<file path="src/rtl/adc_seq_pkg.sv">
package adc_seq_pkg;

  typedef enum logic [1:0] {
    MD_SINGLE = 2'd0,
    MD_SHLOAD = 2'd1,
    MD_MASK   = 2'd2,
    MD_CONSEC = 2'd3
  } seq_mode_e;

  typedef enum logic [1:0] {
    PH_IDLE = 2'd0,
    PH_CONV = 2'd1,
    PH_OUT  = 2'd2
  } seq_phase_e;

endpackage

</file>
<file path="src/rtl/adc_seq_cfg.sv">
module adc_seq_cfg
  import adc_seq_pkg::*;
#(
  parameter int NUM_CH = 16,
  localparam int CH_W  = $clog2(NUM_CH)
) (
  input  logic              clk,
  input  logic              rst_n,
  input  logic              fire,
  input  logic [NUM_CH-1:0] word,
  input  logic [CH_W-1:0]   sel_ch,
  output seq_mode_e         conv_mode,
  output logic [CH_W-1:0]   eff_addr,
  output logic [CH_W-1:0]   eff_last,
  output logic              eff_fresh,
  output logic [NUM_CH-1:0] eff_mask,
  output logic              eff_rng
);
  localparam int WR_BIT  = NUM_CH - 1;
  localparam int SEQ_BIT = NUM_CH - 2;
  localparam int SHD_BIT = NUM_CH - 3;
  localparam int ADR_HI  = NUM_CH - 4;
  localparam int ADR_LO  = ADR_HI - CH_W + 1;
  localparam int RNG_BIT = ADR_LO - 1;

  seq_mode_e         mode_q, mode_d;
  logic [CH_W-1:0]   addr_q, addr_d;
  logic [CH_W-1:0]   last_q;
  logic              rng_q, rng_d;
  logic [NUM_CH-1:0] mask_q, mask_d;
  logic              fresh_q, fresh_after, restart;

  always_comb begin
    mode_d      = mode_q;
    addr_d      = addr_q;
    rng_d       = rng_q;
    mask_d      = mask_q;
    conv_mode   = mode_q;
    restart     = 1'b0;
    fresh_after = 1'b0;
    if (mode_q == MD_SHLOAD) begin
      mask_d      = word;
      mode_d      = MD_MASK;
      conv_mode   = MD_SINGLE;
      fresh_after = 1'b1;
    end else begin
      if (word[WR_BIT]) begin
        rng_d = word[RNG_BIT];
        unique case ({word[SEQ_BIT], word[SHD_BIT]})
          2'b10: begin
            if (mode_q == MD_SINGLE) begin
              mode_d  = MD_MASK;
              addr_d  = word[ADR_HI:ADR_LO];
              restart = 1'b1;
            end
          end
          2'b11: begin
            mode_d  = MD_CONSEC;
            addr_d  = word[ADR_HI:ADR_LO];
            restart = 1'b1;
          end
          2'b00: begin
            mode_d = MD_SINGLE;
            addr_d = word[ADR_HI:ADR_LO];
          end
          default: begin
            mode_d = MD_SHLOAD;
            addr_d = word[ADR_HI:ADR_LO];
          end
        endcase
      end
      conv_mode = (mode_d == MD_SHLOAD) ? MD_SINGLE : mode_d;
    end
  end

  assign eff_addr  = addr_d;
  assign eff_last  = last_q;
  assign eff_fresh = fresh_q | restart;
  assign eff_mask  = mask_d;
  assign eff_rng   = rng_q;

  always_ff @(posedge clk) begin
    if (!rst_n) begin
      mode_q  <= MD_SINGLE;
      addr_q  <= '0;
      rng_q   <= 1'b0;
      mask_q  <= '0;
      last_q  <= '0;
      fresh_q <= 1'b1;
    end else if (fire) begin
      mode_q  <= mode_d;
      addr_q  <= addr_d;
      rng_q   <= rng_d;
      mask_q  <= mask_d;
      last_q  <= sel_ch;
      fresh_q <= fresh_after;
    end
  end
endmodule

</file>
<file path="src/rtl/adc_seq_pick.sv">
module adc_seq_pick
  import adc_seq_pkg::*;
#(
  parameter int NUM_CH = 16,
  localparam int CH_W  = $clog2(NUM_CH)
) (
  input  seq_mode_e         conv_mode,
  input  logic [CH_W-1:0]   addr,
  input  logic [CH_W-1:0]   last,
  input  logic              fresh,
  input  logic [NUM_CH-1:0] mask,
  output logic [CH_W-1:0]   sel_ch
);
  logic [NUM_CH-1:0] above;
  logic [CH_W-1:0]   lo_above, lo_any, count_next;
  logic              hit_above, hit_any;

  for (genvar gi = 0; gi < NUM_CH; gi++) begin : g_above
    localparam logic [CH_W-1:0] IDX = CH_W'(gi);
    assign above[gi] = mask[gi] && (fresh || (IDX > last));
  end

  always_comb begin
    lo_above  = '0;
    hit_above = 1'b0;
    lo_any    = '0;
    hit_any   = 1'b0;
    for (int i = NUM_CH - 1; i >= 0; i--) begin
      if (above[i]) begin
        lo_above  = CH_W'(i);
        hit_above = 1'b1;
      end
      if (mask[i]) begin
        lo_any  = CH_W'(i);
        hit_any = 1'b1;
      end
    end
  end

  always_comb begin
    if (fresh || (last >= addr)) count_next = '0;
    else                         count_next = last + {{(CH_W-1){1'b0}}, 1'b1};
  end

  always_comb begin
    unique case (conv_mode)
      MD_MASK: begin
        if (!hit_any)       sel_ch = addr;
        else if (hit_above) sel_ch = lo_above;
        else                sel_ch = lo_any;
      end
      MD_CONSEC: sel_ch = count_next;
      default:   sel_ch = addr;
    endcase
  end
endmodule

</file>
<file path="src/rtl/adc_seq_fmt.sv">
module adc_seq_fmt #(
  parameter int CH_W  = 4,
  parameter int RES_W = 12,
  localparam int OUT_W = CH_W + RES_W
) (
  input  logic             clk,
  input  logic             rst_n,
  input  logic             load,
  input  logic [CH_W-1:0]  ch,
  input  logic [RES_W-1:0] res,
  input  logic             rng,
  input  logic             out_ready,
  output logic             out_valid,
  output logic [OUT_W-1:0] out_word
);
  logic [RES_W-1:0] flip;
  assign flip = {rng, {(RES_W-1){1'b0}}};

  always_ff @(posedge clk) begin
    if (!rst_n) begin
      out_valid <= 1'b0;
      out_word  <= '0;
    end else if (load) begin
      out_valid <= 1'b1;
      out_word  <= {ch, res ^ flip};
    end else if (out_ready) begin
      out_valid <= 1'b0;
    end
  end
endmodule

</file>
<file path="src/rtl/adc_chan_seq.sv">
module adc_chan_seq
  import adc_seq_pkg::*;
#(
  parameter int NUM_CH = 16,
  parameter int RES_W  = 12,
  localparam int CH_W  = $clog2(NUM_CH),
  localparam int OUT_W = CH_W + RES_W
) (
  input  logic              clk,
  input  logic              rst_n,
  input  logic              xfer_valid,
  output logic              xfer_ready,
  input  logic [NUM_CH-1:0] xfer_word,
  output logic [CH_W-1:0]   mux_ch,
  output logic              conv_req,
  input  logic              res_valid,
  input  logic [RES_W-1:0]  res_data,
  output logic              out_valid,
  input  logic              out_ready,
  output logic [OUT_W-1:0]  out_word
);
  seq_phase_e        phase_q;
  seq_mode_e         conv_mode;
  logic [CH_W-1:0]   eff_addr, eff_last, sel_ch, ch_q;
  logic [NUM_CH-1:0] eff_mask;
  logic              eff_fresh, eff_rng, fire, res_take;

  assign xfer_ready = (phase_q == PH_IDLE);
  assign conv_req   = (phase_q == PH_CONV);
  assign fire       = xfer_valid && xfer_ready;
  assign res_take   = conv_req && res_valid;
  assign mux_ch     = ch_q;

  adc_seq_cfg #(.NUM_CH(NUM_CH)) cfg_i (
    .clk       (clk),
    .rst_n     (rst_n),
    .fire      (fire),
    .word      (xfer_word),
    .sel_ch    (sel_ch),
    .conv_mode (conv_mode),
    .eff_addr  (eff_addr),
    .eff_last  (eff_last),
    .eff_fresh (eff_fresh),
    .eff_mask  (eff_mask),
    .eff_rng   (eff_rng)
  );

  adc_seq_pick #(.NUM_CH(NUM_CH)) pick_i (
    .conv_mode (conv_mode),
    .addr      (eff_addr),
    .last      (eff_last),
    .fresh     (eff_fresh),
    .mask      (eff_mask),
    .sel_ch    (sel_ch)
  );

  adc_seq_fmt #(.CH_W(CH_W), .RES_W(RES_W)) fmt_i (
    .clk       (clk),
    .rst_n     (rst_n),
    .load      (res_take),
    .ch        (ch_q),
    .res       (res_data),
    .rng       (eff_rng),
    .out_ready (out_ready),
    .out_valid (out_valid),
    .out_word  (out_word)
  );

  always_ff @(posedge clk) begin
    if (!rst_n) begin
      phase_q <= PH_IDLE;
      ch_q    <= '0;
    end else begin
      unique case (phase_q)
        PH_IDLE: if (fire) begin
          phase_q <= PH_CONV;
          ch_q    <= sel_ch;
        end
        PH_CONV: if (res_valid) phase_q <= PH_OUT;
        PH_OUT:  if (out_ready) phase_q <= PH_IDLE;
        default: phase_q <= PH_IDLE;
      endcase
    end
  end
endmodule

</file>
<file path="config.mk">
export PLATFORM = sky130hd
export DESIGN_NAME = adc_chan_seq
export DESIGN_NICKNAME = d
export VERILOG_FILES = /design/src/rtl/adc_seq_pkg.sv /design/src/rtl/adc_seq_cfg.sv /design/src/rtl/adc_seq_pick.sv /design/src/rtl/adc_seq_fmt.sv /design/src/rtl/adc_chan_seq.sv
export SDC_FILE = /design/constraint.sdc
export NUM_CORES = 1
export LEC_CHECK = 0
export BUFFER_PORTS_ARGS = -buffer_cell sky130_fd_sc_hd__buf_2
export CORE_ASPECT_RATIO = 1.5
export CORE_UTILIZATION = 50
export CTS_CLUSTER_SIZE = 8
export DETAILED_ROUTE_END_ITERATION = 10
export PLACE_DENSITY = 0.79
export SLEW_MARGIN = 20
export SYNTH_ARGS = -nofsm -noshare
export SYNTH_HDL_FRONTEND = slang
export SYNTH_HIERARCHICAL = 1
export SYNTH_SLANG_ARGS = --single-unit
</file>
<file path="constraint.sdc">
create_clock -name clk -period 3.5 [get_ports clk]
set_clock_uncertainty 0.15 [all_clocks]
set_input_delay 0.525 -clock clk [delete_from_list [all_inputs] [get_ports clk]]
set_output_delay 0.525 -clock clk [all_outputs]
set_load 0.01 [all_outputs]
</file>
Yosys cells after proc, flatten, opt, wreduce, memory -nomap -nowiden. Cells that the tools add are included.

Add/subtract/negate cells: 1. Multipliers: 0. Divide/modulo/power cells: 0. $lt $le $gt $ge: 17. Eq/ne operators: 11. Shift-type cells: 0. Muxes and demuxes: 91. Bitwise operators: 3. Reduce and logical (&&, ||, !) cells: 42.

Operator list (number): 4-bit 2-to-1 mux (39); 1-bit 2-to-1 mux (38); 4-bit greater-than comparator (first input constant) (8); 1-bit logical AND (18); 2-bit 2-to-1 mux (9); 1-bit logical OR (17); 3-bit by 4-bit greater-than comparator with 1-bit output (first input constant) (4); 16-bit 2-to-1 mux (1); 2-bit one-hot mux with 3 select lines (2); 12-bit XOR (1); 2-bit equality test (second input constant) (5); 1-bit by 4-bit greater-than comparator with 1-bit output (first input constant) (2); 2-bit by 4-bit greater-than comparator with 1-bit output (first input constant) (2); 4-bit one-hot mux with 2 select lines (1); 2-bit by 1-bit equality test with 1-bit output (second input constant) (3); 2-bit zero test (3); 3-bit AND reduction (2); 4-bit by 1-bit adder with 4-bit output (second input constant) (1); 4-bit >= comparator (1); 2-bit by 1-bit != test with 1-bit output (second input constant) (2); 2-bit != test (second input constant) (1); 1-bit one-hot mux with 2 select lines (1); 2-bit AND reduction (1); 2-bit nonzero test (1); other kinds (2) (2).

Register bits after elaboration: 51. Bits in latches: 0. Memory bits (writable): 0. ROM bits: 0. Output and inout bits: 23. Word-level logic and storage cells: 175. Memories kept: 0.

Logic depth before layout (Yosys ltp).
Depth after elaboration: 27. Mapped depth: 14. Gate-level depth less buffers: 12.

Cells and area by module. The synthesis kept the hierarchy.

Modules (own cells, without submodules): adc_seq_cfg (times used 1, cells each 191, area each 1408.9 sq um, sequential area each 560.5 sq um); adc_seq_pick (times used 1, cells each 156, area each 988.4 sq um, sequential area each 0.0 sq um); adc_seq_fmt (times used 1, cells each 55, area each 653.1 sq um, sequential area each 340.3 sq um); adc_chan_seq (times used 1, cells each 29, area each 271.5 sq um, sequential area each 120.1 sq um).

Worst setup path before layout. OpenSTA, ideal clock, no wires.

Kind: input port to flip-flop. Start: in xfer_word[14]. End: reg ch_q[0], in the netlist mux_ch[0]. Library setup time: 0.072 ns. Data arrival time: 2.690 ns. Data required time: 3.278 ns. Slack: 0.589 ns. Stages: 12. Path buffers: 0. Cells stage by stage: nand2_1 -> o211ai_4 -> mux2_2 -> ha_1 -> nand2b_1 -> a211oi_1 -> o211ai_1 -> o211a_1 -> and4_1 -> a211oi_2 -> nand2_1 -> mux2i_1.

Elaborated cells on any way between the ends: 119.

RTL lines: start: declaration (RTL line adc_chan_seq.sv:13) `input logic [NUM_CH-1:0] xfer_word,`; 2-bit equality test (*) (RTL line adc_seq_cfg.sv:49) `unique case ({word[SEQ_BIT], word[SHD_BIT]})`; 4-bit 2-to-1 mux (*) (RTL line adc_seq_cfg.sv:49); 4-bit 2-to-1 mux (*) (RTL line adc_seq_cfg.sv:47) `if (word[WR_BIT]) begin`; 4-bit 2-to-1 mux (*) (RTL line adc_seq_cfg.sv:41) `if (mode_q == MD_SHLOAD) begin`; named net eff_addr[0] (RTL line adc_chan_seq.sv:24) `logic [CH_W-1:0] eff_addr, eff_last, sel_ch, ch_q;`; 4-bit >= comparator (RTL line adc_seq_pick.sv:41) `if (fresh || (last >= addr)) count_next = '0;`; 1-bit logical OR (RTL line adc_seq_pick.sv:41); 4-bit 2-to-1 mux (RTL line adc_seq_pick.sv:41); 4-bit one-hot mux with 2 select lines (*) (RTL line adc_seq_pick.sv:46) `unique case (conv_mode)`; named net sel_ch[0] (RTL line adc_chan_seq.sv:24); end signal: assignment (RTL line adc_chan_seq.sv:77) `ch_q <= sel_ch;`; end: declaration (RTL line adc_chan_seq.sv:24).

The timed path passes the listed nets; every way through them passes the cells marked *. The select of a mux whose other input is x is not followed. A chain may end at the register's enable or synchronous reset.

Final worst setup path.
Start: reg cfg_i.mode_q[0]. End: reg ch_q[0], in the netlist mux_ch[0].

Elaborated cells on any way between the ends: 123.

RTL lines: start: declaration (RTL line adc_seq_cfg.sv:26) `seq_mode_e mode_q, mode_d;`; start signal: assignment (RTL line adc_seq_cfg.sv:91) `mode_q <= mode_d;`; 2-bit zero test (RTL line adc_seq_cfg.sv:51) `if (mode_q == MD_SINGLE) begin`; 4-bit 2-to-1 mux (RTL line adc_seq_cfg.sv:51); 4-bit 2-to-1 mux (RTL line adc_seq_cfg.sv:49); 4-bit 2-to-1 mux (RTL line adc_seq_cfg.sv:47); 4-bit 2-to-1 mux (*) (RTL line adc_seq_cfg.sv:41); named net eff_addr[0] (RTL line adc_chan_seq.sv:24); 4-bit >= comparator (RTL line adc_seq_pick.sv:41); 1-bit logical OR (RTL line adc_seq_pick.sv:41); 4-bit 2-to-1 mux (RTL line adc_seq_pick.sv:41); 4-bit one-hot mux with 2 select lines (*) (RTL line adc_seq_pick.sv:46); named net sel_ch[0] (RTL line adc_chan_seq.sv:24).

Marks and branches as above.

==> reports/metrics.yaml <==
critPathKind: "flip-flop to flip-flop"
num_rows: 36
r2r-end: "mux_ch[0]"
grt_max_degree: 38
hold-path-endpoint: "cfg_i/mask_q[4]"
setup-tns-final_ps: 0
multi_input_area_um2: 2080
cts_buffers: 5
power.density_nw_per_um2: 379
finalCritPeriodShare_pct: 91.7
port-buffer-count: 55
path_clk_slew_ps: 110
critical_path_buf_inv_count: 0
regToRegSetupSlack_ps: 290
crit_chain: "nand2b_4 -> o211ai_4 -> mux2_2 -> ha_1 -> nand2b_1 -> a211oi_1 -> o211ai_1 -> o211a_1 -> and4_1 -> a211oi_2 -> nand2_1 -> mux2i_1"
drv_cap: 0
power.net_switching_uw: 471
swShare_pct: 34.1
synth_fp_nets: 471
dpl.hpwl_um: 6120
fmax_mhz: 312
post_drt_wl_per_cell_um: 15.2
holdCritPathClass: "primary input to flip-flop"
synth_top_area_share_pct: 30.7
whs_ps: 299
synth_cell_types: 62
postSynthAreaPerCell_um2: 7.71
cts.sinks: 51
fin_crit_ps: 3210
startpoint_type: "flip-flop"
synth-edff-count: 0
synth_top_area_cell: "dfxtp_1"
h-tree-depth: 2
layout.nets: 513
rr_startpoint: "cfg_i/mode_q[0]"
die_h_um: 102
vias: 3223
ir_drop_uv: 202
ys_top_cells_by_count: "110 x nand2_1, 51 x dfxtp_1, 35 x a21oi_1, 27 x mux2i_1, 26 x nor2_1"
track_usage_pct: 26.0
cts_tree: "yes"
ys_warn_count: 6
pwr-share-comb_pct: 27.4
ios: 56
synthFlopType: "dfxtp_1"
cp_max_fo: 20
end_kind: "flip-flop"
p_int_uw: 910
async_flop_share_pct: 0
worst_pin_slew_ps: 951
netlist_instances: 431
gp_congestion: 0.991
via_per_inst: 5.86
maxSlewViolCount: 0
grt_pass1_wl_um: 13900
path_delay_family: "compound AO/OA/AOI/OAI gates"
drtIter0Drc: 297
worstHoldPathCells: 3
crit_slowest_cell: "dfxtp_1"
start_util_pct: 51.6
antenna_found_initial: 0
cts_setup_buffers: 0
first_global_vias: 3080
ff2ff_path_depth: 12
worst_skew_pair.late_latency_ps: 310
fill_cells: 614
p_seq_share_pct: 46.3
die_w_um: 68.6
seq_area_frac_synth_pct: 30.7
grt_setup_unrepaired: "false"
grt_overflow: 0
ctsLongestPathBuffers: 2
pwr-share-clk_pct: 26.3
slowest_delay_ps: 510
drt-total-wl_um: 8350
ant_nets: 0
final-seq-area_um2: 1020
dr.pass1.iters: 6
drive_gt1_share_pct: 18.4
dieArea_um2: 6980
min_from: "xfer_word[4]"
area_growth_syn_to_layout_pct: 9.72
netlist_top_cells_area: "dfxtp_1 31%, nand2_1 12%, mux2i_1 8.1%"
total_power_mw: 1.38
cp.required_ps: 3590
cts_root_buf: "clkbuf_8"
ys_ff_latch: 51
drc: 0
final-hold-violation-count: 0
cp_data_arrival_time_ps: 3300
core_area_um2: 6440
p_leak_nw: 1.49
setup_violations: 0
relSlewSlack_pct: 36.6
synth_most_common_cell: "nand2_1"
antenna_cells: 0
status: "finished, final reports clean"
syn_area_um2: 3320
-- cell families (layout without fill, tap and decap cells) --
group	Yosys count	count (layout)	share of synthesized area (%)
buffers and inverters	37	80	6.63
xor gates and xnor gates	3	3	0.791
and+or+nand+nor	199	199	29.2
muxes	31	31	9.49
DFF	51	51	30.7
AOI/OAI and AO/OA	103	103	20.5
adders and majority gates	7	7	2.64
-- routing by layer --
metal	vias to the layer above	global-route usage (%)	part of all wire, %
met5	-	0	0
met4	0	13.1	5.0
met3	48	4.46	6.2
met2	154	46.6	49
met1	1452	28.3	39
li1	1569	-	-
-- final cells by class --
type / instances / area share (%)
flip-flops and latches: 51 / 28.0
clock inverters: 3 / 0.755
inverters: 14 / 1.44
multi-input cells: 343 / 57.1
clock buffers: 5 / 1.89
well taps: 76 / 2.61
repair buffers: 58 / 8.17
-- power groups by stage --
| stage | logic (mW) | registers, mW | clock network [mW] |
|---|---|---|---|
| 2_1_floorplan | 0.278 | 0.643 | 0 |
| 3_3_place_gp | 0.356 | 0.650 | 0 |
| 3_5_place_dp | 0.366 | 0.652 | 0 |
| 4_1_cts | 0.369 | 0.639 | 0.370 |
| 5_1_grt | 0.418 | 0.645 | 0.403 |
| 6_report | 0.378 | 0.639 | 0.364 |
-- placed cells by master, fill, tap and decap left out, drive strengths merged, types with 5 or more instances in the layout --
cell type / n
nor3: 6
nor2b: 20
o21ai: 27
o211ai: 6
o21a: 5
clkbuf: 5
dfxtp: 51
nor4: 9
inv: 15
nand2: 110
a21oi: 35
mux2i: 27
buf: 58
nand2b: 8
ha: 7
nor2: 26
a211oi: 5
-- state kept, by name, indices dropped and copies added, names as in the netlist --
register / cells
cfg_i/mask_q: 16
cfg_i/mode_q: 2
fmt_i/out_valid: 1
cfg_i/eff_last: 4
phase_q: 2
cfg_i/fresh_q: 1
cfg_i/addr_q: 4
cfg_i/eff_rng: 1
mux_ch: 4
fmt_i/out_word: 16
-- worst reg2reg max path, delay by kind of cell (launching register included) --
| kind | cells | cell delay, ps |
|---|---|---|
| AOI/OAI and AO/OA | 5 | 1020 |
| and+or+nand+nor | 4 | 650 |
| muxes | 2 | 530 |
| DFF | 1 | 510 |
| adders and majority gates | 1 | 280 |
-- how the worst max path moves through the flow --
| stage | start | end | slack, ps | cells after the start |
|---|---|---|---|---|
| global route | cfg_i/mode_q[1] | mux_ch[0] | 80 | 11 |
| finish | cfg_i/mode_q[0] | mux_ch[0] | 290 | 12 |
| floorplan | xfer_word[14] | mux_ch[0] | 590 | 12 |
| detailed placement | xfer_word[14] | mux_ch[0] | 220 | 13 |
| CTS | cfg_i/mode_q[0] | mux_ch[0] | 340 | 12 |
| global placement | xfer_word[14] | mux_ch[0] | 330 | 13 |
-- what timing repair did --
item | in CTS | in global routing
resized for setup | 0 | 1
endpoints found under the setup margin | 0 | 3
hold buffers | 0 | 0
-- stage by stage --
step | std cells | utilization (%) | setup WS, ps | area [µm²]
global placement | 542 | 55.1 | 327 | 3550
floorplan | 431 | - | 589 | 3320
detailed placement | 542 | 55.1 | 220 | 3550
global route | 550 | 56.6 | 78.7 | 3640
CTS | 550 | 56.6 | 344 | 3640
finish | 550 | 56.6 | 291 | 3640
(Power assumes the default switching activity.)
